### src/rtl/fpx_pkg.sv
package fpx_pkg;
  localparam int NCOND    = 6;
  localparam int MASK_LSB = 7;
  localparam int CSR_W    = 16;
  localparam int VEC_W    = 8;

  localparam int CI_INV = 0;
  localparam int CI_DEN = 1;
  localparam int CI_DZ  = 2;
  localparam int CI_OVF = 3;
  localparam int CI_UNF = 4;
  localparam int CI_PRE = 5;

  localparam logic [VEC_W-1:0] VEC_UNDEF = 8'd6;
  localparam logic [VEC_W-1:0] VEC_NOFPU = 8'd7;
  localparam logic [VEC_W-1:0] VEC_SIMD  = 8'd19;

  typedef struct packed {
    logic             valid;
    logic             wrEn;
    logic             excEn;
    logic [VEC_W-1:0] excVec;
    logic             selQnan;
    logic             selInf;
  } fpxStrobe_t;
endpackage

### src/rtl/fpx_ctrl.sv
module fpx_ctrl
  import fpx_pkg::*;
(
  input  logic             clk,
  input  logic             rstN,
  input  logic             opValid,
  input  logic [NCOND-1:0] opCond,
  input  logic             osEnable,
  input  logic             unavailSet,
  input  logic             unavailClr,
  input  logic             csrWrEn,
  input  logic [CSR_W-1:0] csrWrData,
  output logic [CSR_W-1:0] csrRdData,
  output fpxStrobe_t       strobe
);
  logic [NCOND-1:0] flagsQ, masksQ, opAcc, wrFlags, wrMasks;
  logic             unavailQ;
  logic             anyUnmasked;
  logic             unusedWr;

  assign unusedWr    = ^{csrWrData[CSR_W-1:MASK_LSB+NCOND], csrWrData[MASK_LSB-1:NCOND]};
  assign wrFlags     = csrWrData[NCOND-1:0];
  assign wrMasks     = csrWrData[MASK_LSB +: NCOND];
  assign anyUnmasked = |(opCond & ~masksQ);
  assign opAcc       = (opValid && !unavailQ) ? opCond : '0;

  always_comb begin
    strobe = '0;
    if (opValid) begin
      strobe.valid = 1'b1;
      if (unavailQ) begin
        strobe.excEn  = 1'b1;
        strobe.excVec = VEC_NOFPU;
      end else if (anyUnmasked) begin
        strobe.excEn  = 1'b1;
        strobe.excVec = osEnable ? VEC_SIMD : VEC_UNDEF;
      end else begin
        strobe.wrEn    = 1'b1;
        strobe.selQnan = opCond[CI_INV];
        strobe.selInf  = opCond[CI_DZ] & ~opCond[CI_INV];
      end
    end
  end

  for (genvar i = 0; i < NCOND; i++) begin : gCond
    always_ff @(posedge clk) begin
      if (!rstN) begin
        flagsQ[i] <= 1'b0;
        masksQ[i] <= 1'b1;
      end else begin
        flagsQ[i] <= (csrWrEn ? wrFlags[i] : flagsQ[i]) | opAcc[i];
        if (csrWrEn) masksQ[i] <= wrMasks[i];
      end
    end
  end

  always_ff @(posedge clk) begin
    if (!rstN)           unavailQ <= 1'b0;
    else if (unavailSet) unavailQ <= 1'b1;
    else if (unavailClr) unavailQ <= 1'b0;
  end

  always_comb begin
    csrRdData = '0;
    csrRdData[NCOND-1:0]        = flagsQ;
    csrRdData[MASK_LSB +: NCOND] = masksQ;
  end


  unavail_noflag_chk: assert property (@(posedge clk) disable iff (!rstN)
    (opValid && unavailQ && !csrWrEn) |=> $stable(flagsQ));


  sticky_flags_chk: assert property (@(posedge clk) disable iff (!rstN)
    !csrWrEn |=> ((flagsQ & $past(flagsQ)) == $past(flagsQ)));


  unavail_setwins_chk: assert property (@(posedge clk) disable iff (!rstN)
    unavailSet |=> unavailQ);
endmodule

### src/rtl/fpx_dpath.sv
module fpx_dpath
  import fpx_pkg::*;
#(
  parameter int EXP_W = 8,
  parameter int MAN_W = 23,
  localparam int WIDTH = 1 + EXP_W + MAN_W
) (
  input  logic             clk,
  input  logic             rstN,
  input  fpxStrobe_t       strobe,
  input  logic             opSign,
  input  logic [WIDTH-1:0] opResult,
  output logic             resValid,
  output logic             resWrite,
  output logic [WIDTH-1:0] resData,
  output logic             excValid,
  output logic [VEC_W-1:0] excVector
);
  localparam logic [WIDTH-1:0] QNAN = {1'b0, {EXP_W{1'b1}}, 1'b1, {(MAN_W-1){1'b0}}};
  localparam logic [WIDTH-2:0] INFMAG = {{EXP_W{1'b1}}, {MAN_W{1'b0}}};

  logic [WIDTH-1:0] dataD;

  always_comb begin
    if (strobe.selQnan)     dataD = QNAN;
    else if (strobe.selInf) dataD = {opSign, INFMAG};
    else                    dataD = opResult;
  end

  always_ff @(posedge clk) begin
    if (!rstN) begin
      resValid  <= 1'b0;
      resWrite  <= 1'b0;
      resData   <= '0;
      excValid  <= 1'b0;
      excVector <= '0;
    end else begin
      resValid  <= strobe.valid;
      resWrite  <= strobe.wrEn;
      excValid  <= strobe.excEn;
      excVector <= strobe.excEn ? strobe.excVec : '0;
      if (strobe.valid) resData <= dataD;
    end
  end


  exc_nowrite_chk: assert property (@(posedge clk) disable iff (!rstN)
    excValid |-> !resWrite);


  vector_legal_chk: assert property (@(posedge clk) disable iff (!rstN)
    excValid |-> (excVector == VEC_UNDEF || excVector == VEC_NOFPU || excVector == VEC_SIMD));


  result_pulse_chk: assert property (@(posedge clk) disable iff (!rstN)
    (resWrite || excValid) |-> resValid);
endmodule

### src/rtl/fpx_unit.sv
module fpx_unit
  import fpx_pkg::*;
#(
  parameter int EXP_W = 8,
  parameter int MAN_W = 23,
  localparam int WIDTH = 1 + EXP_W + MAN_W
) (
  input  logic             clk,
  input  logic             rstN,
  input  logic             opValid,
  input  logic [NCOND-1:0] opCond,
  input  logic             opSign,
  input  logic [WIDTH-1:0] opResult,
  input  logic             osEnable,
  input  logic             unavailSet,
  input  logic             unavailClr,
  input  logic             csrWrEn,
  input  logic [CSR_W-1:0] csrWrData,
  output logic [CSR_W-1:0] csrRdData,
  output logic             resValid,
  output logic             resWrite,
  output logic [WIDTH-1:0] resData,
  output logic             excValid,
  output logic [VEC_W-1:0] excVector
);
  fpxStrobe_t strobe;

  fpx_ctrl uCtrl (
    .clk(clk), .rstN(rstN), .opValid(opValid), .opCond(opCond),
    .osEnable(osEnable), .unavailSet(unavailSet), .unavailClr(unavailClr),
    .csrWrEn(csrWrEn), .csrWrData(csrWrData), .csrRdData(csrRdData),
    .strobe(strobe)
  );

  fpx_dpath #(.EXP_W(EXP_W), .MAN_W(MAN_W)) uDpath (
    .clk(clk), .rstN(rstN), .strobe(strobe), .opSign(opSign),
    .opResult(opResult), .resValid(resValid), .resWrite(resWrite),
    .resData(resData), .excValid(excValid), .excVector(excVector)
  );
endmodule

### config.mk
export PLATFORM = sky130hd
export DESIGN_NAME = fpx_unit
export DESIGN_NICKNAME = d
export VERILOG_FILES = /design/src/rtl/fpx_pkg.sv /design/src/rtl/fpx_ctrl.sv /design/src/rtl/fpx_dpath.sv /design/src/rtl/fpx_unit.sv
export SDC_FILE = /design/constraint.sdc
export NUM_CORES = 1
export LEC_CHECK = 0
export BUFFER_PORTS_ARGS = -buffer_cell sky130_fd_sc_hd__buf_2
export CAP_MARGIN = 20
export CORE_ASPECT_RATIO = 0.6
export CORE_MARGIN = 2
export CORE_UTILIZATION = 40
export CTS_BUF_LIST = sky130_fd_sc_hd__clkbuf_16
export CTS_CLUSTER_DIAMETER = 150
export DETAILED_ROUTE_END_ITERATION = 16
export HOLD_SLACK_MARGIN = 0.1
export PLACE_DENSITY = 0.75
export SLEW_MARGIN = 15
export SYNTH_ARGS = -nofsm -noshare
export SYNTH_HDL_FRONTEND = slang
export SYNTH_SLANG_ARGS = --single-unit
### constraint.sdc
create_clock -name clk -period 2.9 [get_ports clk]
set_clock_uncertainty 0.2 [all_clocks]
set_input_delay 0.58 -clock clk [delete_from_list [all_inputs] [get_ports clk]]
set_output_delay 0.58 -clock clk [all_outputs]
set_load 0.03 [all_outputs]
==> results of run 1 <==
stage by stage:
stage                     power, W    util  hold slack [ns]  instance area, µm²
after floorplan           0.001033       -           0.3987                2072
after global placement    0.001129  0.5190           0.2548                2597
after detailed placement  0.001135  0.5190           0.2573                2597
after CTS                 0.001793  0.5525           0.2687                2765
after global routing      0.001860  0.5525           0.2905                2765
final                     0.001771  0.5525           0.2660                2765
layout by cell type (no fill, tap or decap), types with 2 or more instances in the layout:
cell type,n
nor2_1,7
nor3_1,2
dfxtp_1,52
mux2i_1,6
buf_2,108
buf_4,3
o221a_1,8
conb_1,8
clkbuf_16,5
a21oi_1,2
a22o_1,6
nand3b_1,22
o21ai_1,22
nand2_1,30
nand2b_1,4
mux2_2,6
inv_1,4
cells in the mapped netlist (all sizes together) (2+ instances only):
master	n	area (µm²)
mux2	7	78.82
nand2b	4	25.02
inv	5	18.76
dfxtp	52	1041
a22o	6	52.55
mux2i	6	60.06
o221a	8	90.09
clkbuf	11	41.29
a21oi	2	10.01
nand3b	22	165.2
o21ai	23	115.1
nor2	7	26.28
nor3	2	10.01
buf	14	90.08
nand2	30	112.6
kinds of logic after synthesis:
logic type | after synthesis | share of synthesized area
compound gates | 45 | 0.1609
buf+inv | 30 | 0.07339
flops | 52 | 0.5089
mux | 13 | 0.06789
other cells | 1 | 0.001833
simple gates | 71 | 0.1872
flip-flops by register name, indices dropped and copies added (netlist names):
register	flops
uCtrl.csrRdData	12
uCtrl.unavailQ	1
uDpath.excValid	1
uDpath.excVector	4
uDpath.resData	32
uDpath.resValid	1
uDpath.resWrite	1
worst paths after layout:
kind                                    startpoint                         endpoint  slack [ns]  cells after the start
setup / recovery                         opCond[3]  uDpath.resData[31]$_SDFFE_PN0P_        0.95                      6
hold / removal     uDpath.resData[16]$_SDFFE_PN0P_  uDpath.resData[16]$_SDFFE_PN0P_        0.27                      2
setup reg to reg  uCtrl.csrRdData[11]$_SDFFE_PN1P_  uDpath.resData[31]$_SDFFE_PN0P_        0.96                      5
hold reg to reg    uDpath.resData[16]$_SDFFE_PN0P_  uDpath.resData[16]$_SDFFE_PN0P_        0.27                      2
routing by layer:
metal / track usage / up-vias / wire, µm
li1: - / 919 / -
met3: 0.06870 / 5 / 560
met5: 0 / - / 0
met4: 0.05835 / 0 / 46
met1: 0.2204 / 824 / 2204
met2: 0.2679 / 81 / 1987
worst max-delay path: cells and delay by family:
kind	cells	cell delay (ns)
buffers and inverters	1	0.11
AO/OA/AOI/OAI	2	0.44
multiplexers	1	0.35
AND/OR/NAND/NOR	2	0.46
area by class of cell:
| class | count | area [µm²] |
|---|---|---|
| flip-flops and latches | 52 | 1041 |
| clock buffers | 5 | 125.1 |
| inverters | 5 | 18.77 |
| clock inverters | 3 | 42.54 |
| fillers | 483 | 2240 |
| well taps | 66 | 82.58 |
| repair buffers | 111 | 563.0 |
| multi-input cells | 137 | 892.1 |
power by group through the flow:
stage          registers, W  clock network [W]  logic [W]
2_1_floorplan      0.000900                  0   0.000134
3_5_place_dp       0.000805                  0   0.000330
5_1_grt            0.000795           0.000708   0.000357
4_1_cts            0.000789           0.000672   0.000332
3_3_place_gp       0.000803                  0   0.000326
6_report           0.000789           0.000652   0.000329
==> results_dict.tcl, run 1 <==
set metrics [dict create \
    status "finished, final reports clean" \
    start_util 0.4088 \
    finalCriticalPeriod_ns 1.952 \
    drt_first_iter_violations 51 \
    post_cts_resized 0 \
    root_buffer "clkbuf_16" \
    vias 1829 \
    numCtsBuffers 5 \
    critical_path_peak_fanout 5 \
    yosys_warnings 0 \
    placementRows 20 \
    dpl.hpwl_um 3431 \
    end_kind "flip-flop" \
    antenna_found_initial 0 \
    post-place-ws_ns 0.6255 \
    p_int_w 0.001285 \
    grt_pass1_vias 1682 \
    clock-sinks 52 \
    syn_area_mm2 0.002046 \
    grt_max_degree 69 \
    ys.flop_type "dfxtp_1" \
    netSwitchingPower_w 0.0004860 \
    ant_nets 0 \
    track_usage 0.1723 \
    postCtsSetupBuffers 0 \
    io_pins 121 \
    die-area_mm2 0.005721 \
    vdd.ir_drop.worst_mv 0.2488 \
    start_kind "input pin" \
    tns_ns 0 \
    ys_seq_area_frac 0.5089 \
    slowest_stage "nor4_2" \
    sw_frac_of_total 0.2744 \
    synth_edf_count 0 \
    fin_cells 379 \
    required_ns 2.88 \
    setup_ws_ns 0.9478 \
    pwr-share-seq 0.446 \
    first_pass_iters 4 \
    viasPerCell 4.826 \
    netlist_instances 212 \
    cp.arrival_ns 1.93 \
    path_clk_slew_ns 0.07 \
    worst_slew_pin_slew_ns 0.6497 \
    ctsHoldBuffers 0 \
    ys_async_sr_fraction 0 \
    min_path_type "reg2reg" \
    portBuffers 108 \
    drive_gt1_frac 0.4153 \
    clockPowerShare 0.368 \
    coreArea_mm2 0.005005 \
    cts_tree "done" \
    fp.dieH_um 59.40 \
    fin_nets 374 \
    timing.final.crit_share 0.6732 \
    combPwrFrac 0.186 \
    netlist-cell-type-count 33 \
    wl_um 4800 \
    placed_cells 371 \
    place.gp.congestion 0.7482 \
    drc 0 \
    syn_to_final_growth_pct 35.17 \
    grt_overflow 0 \
    slowest_delay_ns 0.37 \
    h-tree-depth 2 \
    cp_cell_sequence "buf_2 > nand2b_1 > o2111ai_2 > nor4_2 > mux2_1 > a41o_1" \
    antenna_cells 0 \
    slew_viol_final 0 \
    synth_area_per_cell_um2 9.650 \
    p_leak_nw 1.349 \
    setup.worst_path.class "in2reg" \
    ys_seq_elements 52 \
    relSlewSlack 0.5669 \
    insertion_delay_ns 0.28 \
    wl_per_cell_um 12.66 \
    hold_violations 0 \
    drv_cap 0 \
    die_w_um 96.33 \
    rsz0062_at_grt "no" \
    clockBufferDepth 2 \
    p_per_area_mw_per_mm2 640.5 \
    finalSetupViolations 0 \
    max_freq_mhz 512.3 \
    grt_pass1_wl_um 7534 \
]
Note: power is estimated with default switching activity, not from simulation.
==> inputs of run 2 (changes only) <==
--- a/config.mk
+++ b/config.mk
@@ -9,12 +9,12 @@
 export CAP_MARGIN = 20
 export CORE_ASPECT_RATIO = 0.6
 export CORE_MARGIN = 2
-export CORE_UTILIZATION = 40
+export CORE_UTILIZATION = 39
 export CTS_BUF_LIST = sky130_fd_sc_hd__clkbuf_16
 export CTS_CLUSTER_DIAMETER = 150
 export DETAILED_ROUTE_END_ITERATION = 16
 export HOLD_SLACK_MARGIN = 0.1
-export PLACE_DENSITY = 0.75
+export PLACE_DENSITY = 0.76
 export SLEW_MARGIN = 15
 export SYNTH_ARGS = -nofsm -noshare
 export SYNTH_HDL_FRONTEND = slang
==> constraint.sdc (replaced) <==
create_clock -name clk -period 1.7 [get_ports clk]
set_clock_uncertainty 0.2 [all_clocks]
set_input_delay 0.34 -clock clk [delete_from_list [all_inputs] [get_ports clk]]
set_output_delay 0.34 -clock clk [all_outputs]
set_load 0.03 [all_outputs]
==> results_dict.tcl, run 2 (synthesis results as in run 1) <==
set metrics [dict create \
    status "finished with violations" \
    violations "negative setup slack" \
    antenna_found_initial 0 \
    place.gp.congestion 0.8205 \
    setup.worst_path.class "reg2reg" \
    wl_per_cell_um 12.80 \
    path_clk_slew_ns 0.07 \
    end_kind "flip-flop" \
    syn_to_final_growth_pct 58.53 \
    max_freq_mhz 578.3 \
    die_w_um 97.50 \
    slew_viol_final 0 \
    numCtsBuffers 5 \
    vias 1984 \
    first_pass_iters 4 \
    grt_pass1_vias 1798 \
    slowest_delay_ns 0.53 \
    grt_overflow 0 \
    setup_ws_ns -0.02906 \
    portBuffers 108 \
    min_path_type "in2reg" \
    placementRows 20 \
    grt_pass1_wl_um 8369 \
    fin_cells 420 \
    placed_cells 386 \
    post-place-ws_ns -0.2013 \
    tns_ns -0.02906 \
    drive_gt1_frac 0.4407 \
    wl_um 5378 \
    cts_tree "done" \
    required_ns 1.67 \
    start_util 0.4047 \
    p_leak_nw 1.581 \
    track_usage 0.1806 \
    root_buffer "clkbuf_16" \
    drt_first_iter_violations 50 \
    insertion_delay_ns 0.28 \
    antenna_cells 0 \
    drc 0 \
    drv_cap 0 \
    coreArea_mm2 0.005055 \
    timing.final.crit_share 1.017 \
    clock-sinks 52 \
    critical_path_peak_fanout 4 \
    viasPerCell 4.724 \
    fin_nets 415 \
    fillers 441 \
    io_pins 121 \
    largest_register_ffs 32 \
    dpl.hpwl_um 3769 \
    cp.arrival_ns 1.70 \
    top_register "uDpath.resData" \
    slowest_stage "or4_1" \
    fin_util 0.6416 \
    ant_nets 0 \
    clockBufferDepth 2 \
    p_per_area_mw_per_mm2 1005 \
    start_kind "flip-flop" \
    h-tree-depth 2 \
    finalSetupViolations 1 \
    finalCriticalPeriod_ns 1.729 \
    rsz0062_at_grt "yes" \
    final_cell_mix "buf_2, dfxtp_1, nand2_1" \
    grt_max_degree 39 \
    cp_cell_sequence "nand2b_4 > o2111ai_4 > or4_1 > a41o_1" \
    hold_violations 0 \
    fp.dieH_um 60.10 \
    die-area_mm2 0.005860 \
    final_common_cell "buf_2" \
    vdd.ir_drop.worst_mv 0.4540 \
]
run 2: worst paths after layout:
path	start	endpoint	slack, ns	cells past startpoint
min	opResult[15]	uDpath.resData[15]$_SDFFE_PN0P_	0.10	3
min reg2reg	uDpath.resData[19]$_SDFFE_PN0P_	uDpath.resData[19]$_SDFFE_PN0P_	0.27	2
max	uCtrl.csrRdData[10]$_SDFFE_PN1P_	uDpath.resData[31]$_SDFFE_PN0P_	-0.03	4
max reg2reg	uCtrl.csrRdData[10]$_SDFFE_PN1P_	uDpath.resData[31]$_SDFFE_PN0P_	-0.03	4
run 2: what timing repair did:
item,CTS,global route
pin swaps,1,0
resized for setup,5,3
hold endpoints to repair,26,0
setup endpoints to repair,31,2
buffers inserted,0,0
hold buffers,26,0
run 2: through the flow:
step	cell area (µm²)	power (W)	hold WS [ns]
after global routing	3243	0.003399	0.1068
after CTS	3227	0.003288	0.1019
after floorplan	2087	0.001762	0.2638
after global placement	2738	0.001968	0.2559
final	3243	0.003259	0.1040
after detailed placement	2738	0.001980	0.2604
run 2: layout make-up:
type | instances | area [µm²] | area share
sequential | 52 | 1056 | 0.3256
multi-input combinational | 137 | 948.4 | 0.2924
timing repair buffer | 152 | 948.4 | 0.2924
clock buffer | 5 | 125.1 | 0.03858
tap | 66 | 82.58 | 0.02546
clock inverter | 3 | 63.81 | 0.01968
inverter | 5 | 18.77 | 0.005787
run 2: where the power goes:
part           leakage, nW  total (W)  switching, W  internal, W
Sequential           0.429    0.00135     0.0000436      0.00130
Combinational         1.06   0.000671      0.000392     0.000279
Clock               0.0952    0.00124      0.000404     0.000837
run 2: routing by layer:
| metal | up-vias | wire (µm) | part of all wire | GRT usage |
|---|---|---|---|---|
| met4 | 0 | 19 | 0.0035 | 0.03770 |
| li1 | 1007 | - | - | - |
| met3 | 2 | 382 | 0.071 | 0.05380 |
| met1 | 907 | 2514 | 0.47 | 0.2322 |
| met5 | - | 0 | 0 | 0 |
| met2 | 68 | 2460 | 0.46 | 0.3074 |
run 2: critical path: cells and delay by family, from the launching register on:
kind	cells	cell delay, ns
AO/OA/AOI/OAI	2	0.42
AND/OR/NAND/NOR	2	0.65
flip-flops	1	0.34
